File: src/rtl/dram_rfsh_pkg.sv
package dram_rfsh_pkg;

  typedef enum logic [1:0] {
    PH_PWRUP = 2'd0,
    PH_INIT  = 2'd1,
    PH_RUN   = 2'd2
  } rfsh_phase_e;

  // Power-up wait, rounded up so the quiet time is never shorter than asked.
  function automatic int unsigned wait_cycles(longint unsigned clk_hz,
                                              longint unsigned wait_us);
    longint unsigned prod;
    prod = clk_hz * wait_us;
    return int'((prod + 64'd999_999) / 64'd1_000_000);
  endfunction

  // Refresh spacing, rounded down so rows are refreshed no later than asked.
  function automatic int unsigned spacing_cycles(longint unsigned clk_hz,
                                                 longint unsigned retain_us,
                                                 longint unsigned rows);
    longint unsigned prod;
    longint unsigned res;
    prod = clk_hz * retain_us;
    res  = prod / (64'd1_000_000 * rows);
    if (res == 64'd0) res = 64'd1;
    return int'(res);
  endfunction

endpackage

File: src/rtl/rfsh_tick_gen.sv
// Free-running period counter: pulses tick in the last cycle of each period.
module rfsh_tick_gen #(
  parameter int unsigned PERIOD = 16
) (
  input  logic clk,
  input  logic rst,
  input  logic clr,
  input  logic en,
  output logic tick
);
  localparam int unsigned CW = $clog2(PERIOD + 1);
  localparam logic [CW-1:0] LAST = CW'(PERIOD - 1);

  logic [CW-1:0] cnt_q;

  always_ff @(posedge clk) begin
    if (rst || clr) begin
      cnt_q <= '0;
    end else if (en) begin
      if (cnt_q == LAST) cnt_q <= '0;
      else               cnt_q <= cnt_q + 1'b1;
    end
  end

  assign tick = en && !clr && (cnt_q == LAST);
endmodule

File: src/rtl/rfsh_debt_ctr.sv
// Owed-refresh counter with saturation and sticky overflow flag.
module rfsh_debt_ctr #(
  parameter int unsigned DEBT_MAX = 8,
  localparam int unsigned DW = $clog2(DEBT_MAX + 1)
) (
  input  logic          clk,
  input  logic          rst,
  input  logic          clr,
  input  logic          due,
  input  logic          take,
  output logic [DW-1:0] debt_nxt,
  output logic          err_o
);
  localparam logic [DW-1:0] CAP = DW'(DEBT_MAX);

  logic [DW-1:0] debt_q;
  logic          err_q;
  logic          lost;

  always_comb begin
    lost     = 1'b0;
    debt_nxt = debt_q;
    if (clr) begin
      debt_nxt = '0;
    end else if (due && !take) begin
      if (debt_q == CAP) lost = 1'b1;
      else               debt_nxt = debt_q + 1'b1;
    end else if (take && !due) begin
      if (debt_q != '0) debt_nxt = debt_q - 1'b1;
    end
  end

  always_ff @(posedge clk) begin
    if (rst) begin
      debt_q <= '0;
      err_q  <= 1'b0;
    end else begin
      debt_q <= debt_nxt;
      if (lost) err_q <= 1'b1;
    end
  end

  assign err_o = err_q;
endmodule

File: src/rtl/dram_rfsh_sched.sv
module dram_rfsh_sched
  import dram_rfsh_pkg::*;
#(
  parameter longint unsigned CLK_HZ         = 100_000_000,
  parameter longint unsigned PWRUP_US       = 200,
  parameter longint unsigned RETAIN_US      = 16_000,
  parameter longint unsigned ROWS           = 1024,
  parameter int unsigned     INIT_REFRESHES = 8,
  parameter int unsigned     DEBT_MAX       = 8,
  parameter int unsigned     URGENT_AT      = 4
) (
  input  logic clk,
  input  logic rst,
  input  logic rfsh_ack_i,
  output logic rfsh_req_o,
  output logic rfsh_urgent_o,
  output logic mem_ready_o,
  output logic debt_err_o
);
  localparam int unsigned PW_CYC = wait_cycles(CLK_HZ, PWRUP_US);
  localparam int unsigned IV_CYC = spacing_cycles(CLK_HZ, RETAIN_US, ROWS);
  localparam int unsigned IW     = $clog2(INIT_REFRESHES + 1);
  localparam int unsigned DW     = $clog2(DEBT_MAX + 1);
  localparam logic [IW-1:0] INIT_LAST = IW'(INIT_REFRESHES - 1);
  localparam logic [DW-1:0] URG_LVL   = DW'(URGENT_AT);

  rfsh_phase_e   phase_q;
  logic [IW-1:0] init_cnt_q;
  logic          req_q, urg_q, rdy_q;
  logic          pw_tick, iv_tick, taken;
  logic [DW-1:0] debt_nxt;

  assign taken = rfsh_ack_i && req_q;

  rfsh_tick_gen #(.PERIOD(PW_CYC)) u_pwrup_tmr (
    .clk  (clk),
    .rst  (rst),
    .clr  (phase_q != PH_PWRUP),
    .en   (phase_q == PH_PWRUP),
    .tick (pw_tick)
  );

  rfsh_tick_gen #(.PERIOD(IV_CYC)) u_iv_tmr (
    .clk  (clk),
    .rst  (rst),
    .clr  (phase_q != PH_RUN),
    .en   (phase_q == PH_RUN),
    .tick (iv_tick)
  );

  rfsh_debt_ctr #(.DEBT_MAX(DEBT_MAX)) u_debt (
    .clk      (clk),
    .rst      (rst),
    .clr      (phase_q != PH_RUN),
    .due      (iv_tick),
    .take     (taken && (phase_q == PH_RUN)),
    .debt_nxt (debt_nxt),
    .err_o    (debt_err_o)
  );

  always_ff @(posedge clk) begin
    if (rst) begin
      phase_q    <= PH_PWRUP;
      init_cnt_q <= '0;
      req_q      <= 1'b0;
      urg_q      <= 1'b0;
      rdy_q      <= 1'b0;
    end else begin
      case (phase_q)
        PH_PWRUP: begin
          if (pw_tick) begin
            phase_q <= PH_INIT;
            req_q   <= 1'b1;
          end
        end
        PH_INIT: begin
          if (taken) begin
            if (init_cnt_q == INIT_LAST) begin
              phase_q <= PH_RUN;
              req_q   <= 1'b0;
              rdy_q   <= 1'b1;
            end else begin
              init_cnt_q <= init_cnt_q + 1'b1;
            end
          end
        end
        PH_RUN: begin
          req_q <= (debt_nxt != '0);
          urg_q <= (debt_nxt >= URG_LVL);
        end
        default: phase_q <= PH_PWRUP;
      endcase
    end
  end

  assign rfsh_req_o    = req_q;
  assign rfsh_urgent_o = urg_q;
  assign mem_ready_o   = rdy_q;
endmodule

File: config.mk
export PLATFORM = sky130hd
export DESIGN_NAME = dram_rfsh_sched
export DESIGN_NICKNAME = d
export VERILOG_FILES = /design/src/rtl/dram_rfsh_pkg.sv /design/src/rtl/rfsh_tick_gen.sv /design/src/rtl/rfsh_debt_ctr.sv /design/src/rtl/dram_rfsh_sched.sv
export SDC_FILE = /design/constraint.sdc
export NUM_CORES = 1
export LEC_CHECK = 0
export BUFFER_PORTS_ARGS = -buffer_cell sky130_fd_sc_hd__buf_2
export CAP_MARGIN = 20
export CORE_UTILIZATION = 45
export DETAILED_ROUTE_END_ITERATION = 8
export PLACE_DENSITY_LB_ADDON = 0.05
export SLEW_MARGIN = 5
export SYNTH_ARGS = -nofsm -noshare
export SYNTH_HDL_FRONTEND = slang
export SYNTH_SLANG_ARGS = --single-unit
File: constraint.sdc
create_clock -name clk -period 2.39 [get_ports clk]
set_input_delay 0.3585 -clock clk [delete_from_list [all_inputs] [get_ports clk]]
set_output_delay 0.3585 -clock clk [all_outputs]
set_load 0.05 [all_outputs]
# ---- After elaboration in Yosys (flattened, before gate mapping)
# Index checks and enable logic that the tools add are counted.
# Widths: inputs -> output; s select.
dict set report word_totals {
  word_cells 68
  inputBits 3
  output_inout_bits 4
  ff_bits 40
}
dict set report classes {
  magnitude_cmp 1
  bitwise_logic 2
  addsub 5
  n_reduce_logical 23
  n_eq_ne 10
  n_mux 18
}
# op n
set ops {}
lappend ops {{$mux 4} 5}
lappend ops {{$add 15x1->15 const B} 1}
lappend ops {{$eq 15x15->1 const B} 1}
lappend ops {{$mux 15} 1}
lappend ops {{$add 11x1->11 const B} 1}
lappend ops {{$eq 11x11->1 const B} 1}
lappend ops {{$mux 11} 1}
lappend ops {{$add 4x1->4 const B} 2}
lappend ops {{$logic_and 1x1->1} 8}
lappend ops {{$ne 2x2->1 const B} 4}
lappend ops {{$reduce_and 4->1} 2}
lappend ops {{$reduce_bool 4->1} 2}
lappend ops {{$mux 1} 6}
lappend ops {{$mux 2} 3}
lappend ops {{$pmux 2 s3} 1}
lappend ops {{$reduce_and 3->1} 2}
lappend ops {{$eq 4x3->1 const B} 1}
lappend ops {{$eq 4x4->1 const B} 1}
lappend ops {{$ge 4x3->1 const B} 1}
lappend ops {{$logic_not 1->1} 4}
lappend ops {{$sub 4x1->4 const B} 1}
lappend ops {{$pmux 1 s3} 1}
lappend ops {{$reduce_bool 3->1} 1}
lappend ops {{$eq 2x1->1 const B} 1}
lappend ops {{5 further kinds} 7}

# ---- Depth between registers and ports, before layout
dict set report logic_depth {
  depth_word 11
  mapped_depth 8
  ltp_nobuf 7
}

# ---- Hierarchy
# A second synthesis with hierarchy kept.
dict set report unflattened {
  cells_unflattened 238
  area_unflattened_um2 2124.5
}
# module area_each_um2 seq_area_each_um2 n_inst cells_each
set modules_own_cells {}
lappend modules_own_cells {{rfsh_tick_gen at u_pwrup_tmr} 742.0 300.3 1 79}
lappend modules_own_cells {{rfsh_tick_gen at u_iv_tmr} 565.5 220.2 1 62}
lappend modules_own_cells {dram_rfsh_sched 426.7 180.2 1 49}
lappend modules_own_cells {rfsh_debt_ctr 390.4 100.1 1 48}

# ---- Worst setup path after synthesis
# No wires, ideal clock.
dict set report synth_timing {
  path_type {register -> register}
  from {register u_iv_tmr.cnt_q[5]}
  to {register req_q, in the netlist rfsh_req_o}
  period_less_slack_ns 2.165
  setup_slack_ns 0.225
  path_buffers 0
  arrival_time_ns 2.025
  setup_ns 0.140
  path_stages_with_launch 6
  t_required_ns 2.250
  cell_sequence {dfxtp_1 or4_4 nor3_4 mux2_1 o31ai_2 a41oi_1}
}
dict set report synth_between {
  elab_chain_len 9
  elab_cells_between_ends 10
  cone_classes {eq/ne (1); mux (4); reduce/logical (5)}
}
# element line
set synth_lines {}
lappend synth_lines {{start: declaration} rfsh_tick_gen.sv:14} ;# logic [CW-1:0] cnt_q;
lappend synth_lines {{start signal: assignment} rfsh_tick_gen.sv:21} ;# else cnt_q <= cnt_q + 1'b1;
lappend synth_lines {{$eq 11x11->1 (*)} rfsh_tick_gen.sv:25} ;# assign tick = en && !clr && (cnt_q == LAST);
lappend synth_lines {{$logic_and 1x1->1 (*)} rfsh_tick_gen.sv:25}
lappend synth_lines {{$logic_not 1->1} rfsh_debt_ctr.sv:28} ;# end else if (take && !due) begin
lappend synth_lines {{$logic_and 1x1->1} rfsh_debt_ctr.sv:28}
lappend synth_lines {{$mux 4} rfsh_debt_ctr.sv:28}
lappend synth_lines {{$mux 4 (*)} rfsh_debt_ctr.sv:25} ;# end else if (due && !take) begin
lappend synth_lines {{$mux 4 (*)} rfsh_debt_ctr.sv:23} ;# if (clr) begin
lappend synth_lines {{$reduce_bool 4->1 (*)} dram_rfsh_sched.sv:88} ;# req_q <= (debt_nxt != '0);
lappend synth_lines {{$pmux 1 s3 (*)} dram_rfsh_sched.sv:69} ;# case (phase_q)
lappend synth_lines {{end signal: assignment} dram_rfsh_sched.sv:88}
lappend synth_lines {{end: declaration} dram_rfsh_sched.sv:29} ;# logic req_q, urg_q, rdy_q;
# Mark *: on every way between the ends. The rest lies on a longest branch, timed or not.
# A chain may end at the register's enable or synchronous reset.

# ---- Final worst setup path
# Same ends and word-level chain as after synthesis.

==> summary.txt <==
Critical path
  • CP required: 2.55 ns
  • Crit path arrival time: between 2 and 2.5 ns
  • WS Path Type: reg -> reg
  • Crit Path Max Fanout: 6
  • Critical path launch point type: flop
  • Critical Path End Type: flop

Global routing
  • GRT met2 Usage: 0.294
  • Largest net degree at the start of global routing: 19
  • GR Overflow Total: 0
  • Met1 Track Usage GR: 0.247
  • Most used routing layer in global routing: met2
  • GR Util met3: 0.0417
  • GRT Total Usage: 0.189
  • Antenna violations before repair: 0
  • Global-route wire length before repair: roughly 6.5 mm
  • Vias in the first global route: roughly 1500

Synthesis
  • Share of the synthesized area in the top cell type: 0.404
  • Synthesized area: a little under 2000 um^2
  • Post-Syn Nets: approximately 230
  • Syn. warnings: 0
  • Sequential cell area fraction in the yosys report: 0.404
  • Post-synthesis register bit count: 40
  • Leading area contributor after synthesis: dfxtp_1
  • Yosys cell types: 43
  • EDFF count, synth: 0
  • Synth async-reset ratio: 0
  • Synth Flop Type: dfxtp_1
  • Synthesized instance count: 224
  • Area contributors post-synth: dfxtp_1 40%, nor2_1 7.6%, xor2_1 6.6%
  • Synth Area per Inst: a little under 9 um^2

STA
  • Worst-Margin Slew: roughly 0.56 ns
  • Slew Limit Fails: 0
  • Tcrit/Tclk final: 0.912
  • Clock Skew: approximately 0.0086 ns
  • Final hold vios: 0
  • Fin Hold WS: 0.438 ns
  • Sum Neg Setup Slack: 0 ns
  • Final setup fails: 0
  • Unrepaired setup endpoints after global routing: no
  • Slew Limit Headroom: 0.625
  • Fin crit period: approximately 2.2 ns
  • Fmax: around 460 MHz

Floorplan
  • Initial core utilization: 0.482
  • Core Area: 4120 um^2
  • I/O pin count: 7
  • Core Rows: 23
  • Die height: around 68 um
  • Die X: roughly 68 um
  • Die area: roughly 4700 um^2

Placement
  • Routability Congestion: 0.849
  • Port Buffers: 6
  • Hpwl dp: between 2 and 3 mm

Clocking
  • CTS Sinks: 40
  • CTS max path bufs: 2
  • CTS Buf Count: 5
  • Clk root buf: clkbuf_8
  • Post-cts sizing count: 0
  • CTS tree: done
  • CTS H-tree depth: 2
  • Clk pin slew, worst setup/hold paths: approximately 0.080 ns
  • Worst skew pair latency: about 0.29 ns
  • Post-CTS Setup Inserts: 0
  • CTS Hold Bufs: 0

Flow run
  • Number of max-cap violations: 0

Detailed routing
  • Antenna Violating Nets Remaining: 0
  • Drt drc: 0
  • DR WL/cell: 13.9 um
  • Post-Route WL: roughly 3.9 mm
  • Via-per-instance ratio: roughly 5.7
  • Vias post-DR: around 1600
  • DR pass1 iterations: 4
  • Initial DRC count: between 80 and 90

Pwr
  • Final total power: around 1.1 mW
  • Internal power: a little under 900 uW
  • Leakage Power: between 0.7 and 0.8 nW
  • Power per Cell Area: ~520 nW/um^2
  • VDD IR max: roughly 0.00036 V
  • Reg power frac: 0.614
  • Switch share: 0.210
  • Logic pwr share: 0.020
  • Clk network pwr share: 0.366
  • NetSw: between 200 and 250 uW

Cells and area
  • Util after Layout: 0.517
  • Area grow syn2layout: 7.38%
  • Nets: 240
  • N_diodes: 0
  • Commonest cells after routing, fill and taps aside: 40 x nor2_1, 40 x dfxtp_1, 15 x nand2_1, 15 x xor2_1, 8 x xnor2_1
  • Layout cell share with drive strength beyond 1: 0.100

Status
  • Status: complete, no violations

Min path
  • Hold WC Path Type: reg -> reg
==> worst max-delay path, stage by stage, from the launching register on <==
cell and delay [ns]:
dfxtp_1 0.36, or4_4 0.61, nor3_4 0.22, mux2_1 0.36, o31ai_2 0.34, a41oi_1 0.16
==> stage by stage <==
stage | setup WS, ns | area [um^2] | cells
after floorplan | 0.225 | 1980 | 224
after global placement | 0.279 | 2060 | 274
after detailed placement | 0.229 | 2060 | 274
after CTS | 0.209 | 2130 | 279
after global routing | 0.111 | 2130 | 279
final | 0.210 | 2130 | 279
==> area by class of cell <==
type / instances / area (um^2)
well taps: 50 / 62.6
fillers: 403 / 1990
repair buffers: 8 / 45.0
inverters: 6 / 22.5
multi-input cells: 170 / 1130
clock buffers: 5 / 68.8
flip-flops and latches: 40 / 801
==> cell usage after synthesis, types with 2 or more instances <==
| cell | count |
|---|---|
| xnor2_1 | 8 |
| ha_1 | 6 |
| or3_1 | 4 |
| a31oi_1 | 4 |
| and2_1 | 4 |
| o21a_1 | 2 |
| nor3_1 | 6 |
| dfxtp_1 | 40 |
| nand4_1 | 7 |
| nor2_1 | 40 |
| and3_1 | 5 |
| nor4b_1 | 3 |
| o21ai_0 | 6 |
| nand2b_1 | 2 |
| nand3_1 | 6 |
| clkbuf_1 | 8 |
| a41oi_1 | 2 |
| mux2i_1 | 2 |
| nor4_1 | 5 |
| and4b_1 | 2 |
| inv_1 | 6 |
| nand2_1 | 15 |
| a21oi_1 | 6 |
| and4_1 | 2 |
| xor2_1 | 15 |
==> sequential cells by signal, summed over array words and instances, names as in the netlist <==
signal and cells:
u_pwrup_tmr.cnt_q 15, u_debt.err_o 1, u_iv_tmr.cnt_q 11, rfsh_req_o 1
phase_q 2, mem_ready_o 1, init_cnt_q 4, rfsh_urgent_o 1
u_debt.debt_q 4
==> path summary, 6_finish.rpt <==
| kind | from | to | slack, ns | depth (start not counted) |
|---|---|---|---|---|
| max | u_iv_tmr.cnt_q[5] | rfsh_req_o | 0.21 | 5 |
| min | u_pwrup_tmr.cnt_q[0] | u_pwrup_tmr.cnt_q[0] | 0.44 | 1 |
| max reg2reg | u_iv_tmr.cnt_q[5] | rfsh_req_o | 0.21 | 5 |
| min reg2reg | u_pwrup_tmr.cnt_q[0] | u_pwrup_tmr.cnt_q[0] | 0.44 | 1 |
==> per-layer routing <==
layer | part of all wire | wire, um | vias up
li1 | - | - | 812
met1 | 0.52 | 2030 | 748
met2 | 0.43 | 1660 | 23
met3 | 0.032 | 124 | 7
met4 | 0.015 | 60 | 0
met5 | 0 | 0 | -
==> power groups by stage <==
stage | logic [mW] | registers, mW | clock network [mW]
after CTS | 0.0223 | 0.673 | 0.416
after floorplan | 0.0168 | 0.688 | 0
after global placement | 0.0213 | 0.689 | 0
after global routing | 0.0258 | 0.673 | 0.440
final | 0.0220 | 0.673 | 0.401
after detailed placement | 0.0221 | 0.689 | 0
==> cell families after synthesis <==
family	after synthesis	synth area share
buffers and inverters	14	0.0265
xor gates and xnor gates	23	0.102
and+or+nand+nor	108	0.297
muxes	3	0.0158
adders and majority gates	6	0.0379
DFF	40	0.404
AOI/OAI and AO/OA	30	0.118
(Power assumes the default switching activity.)
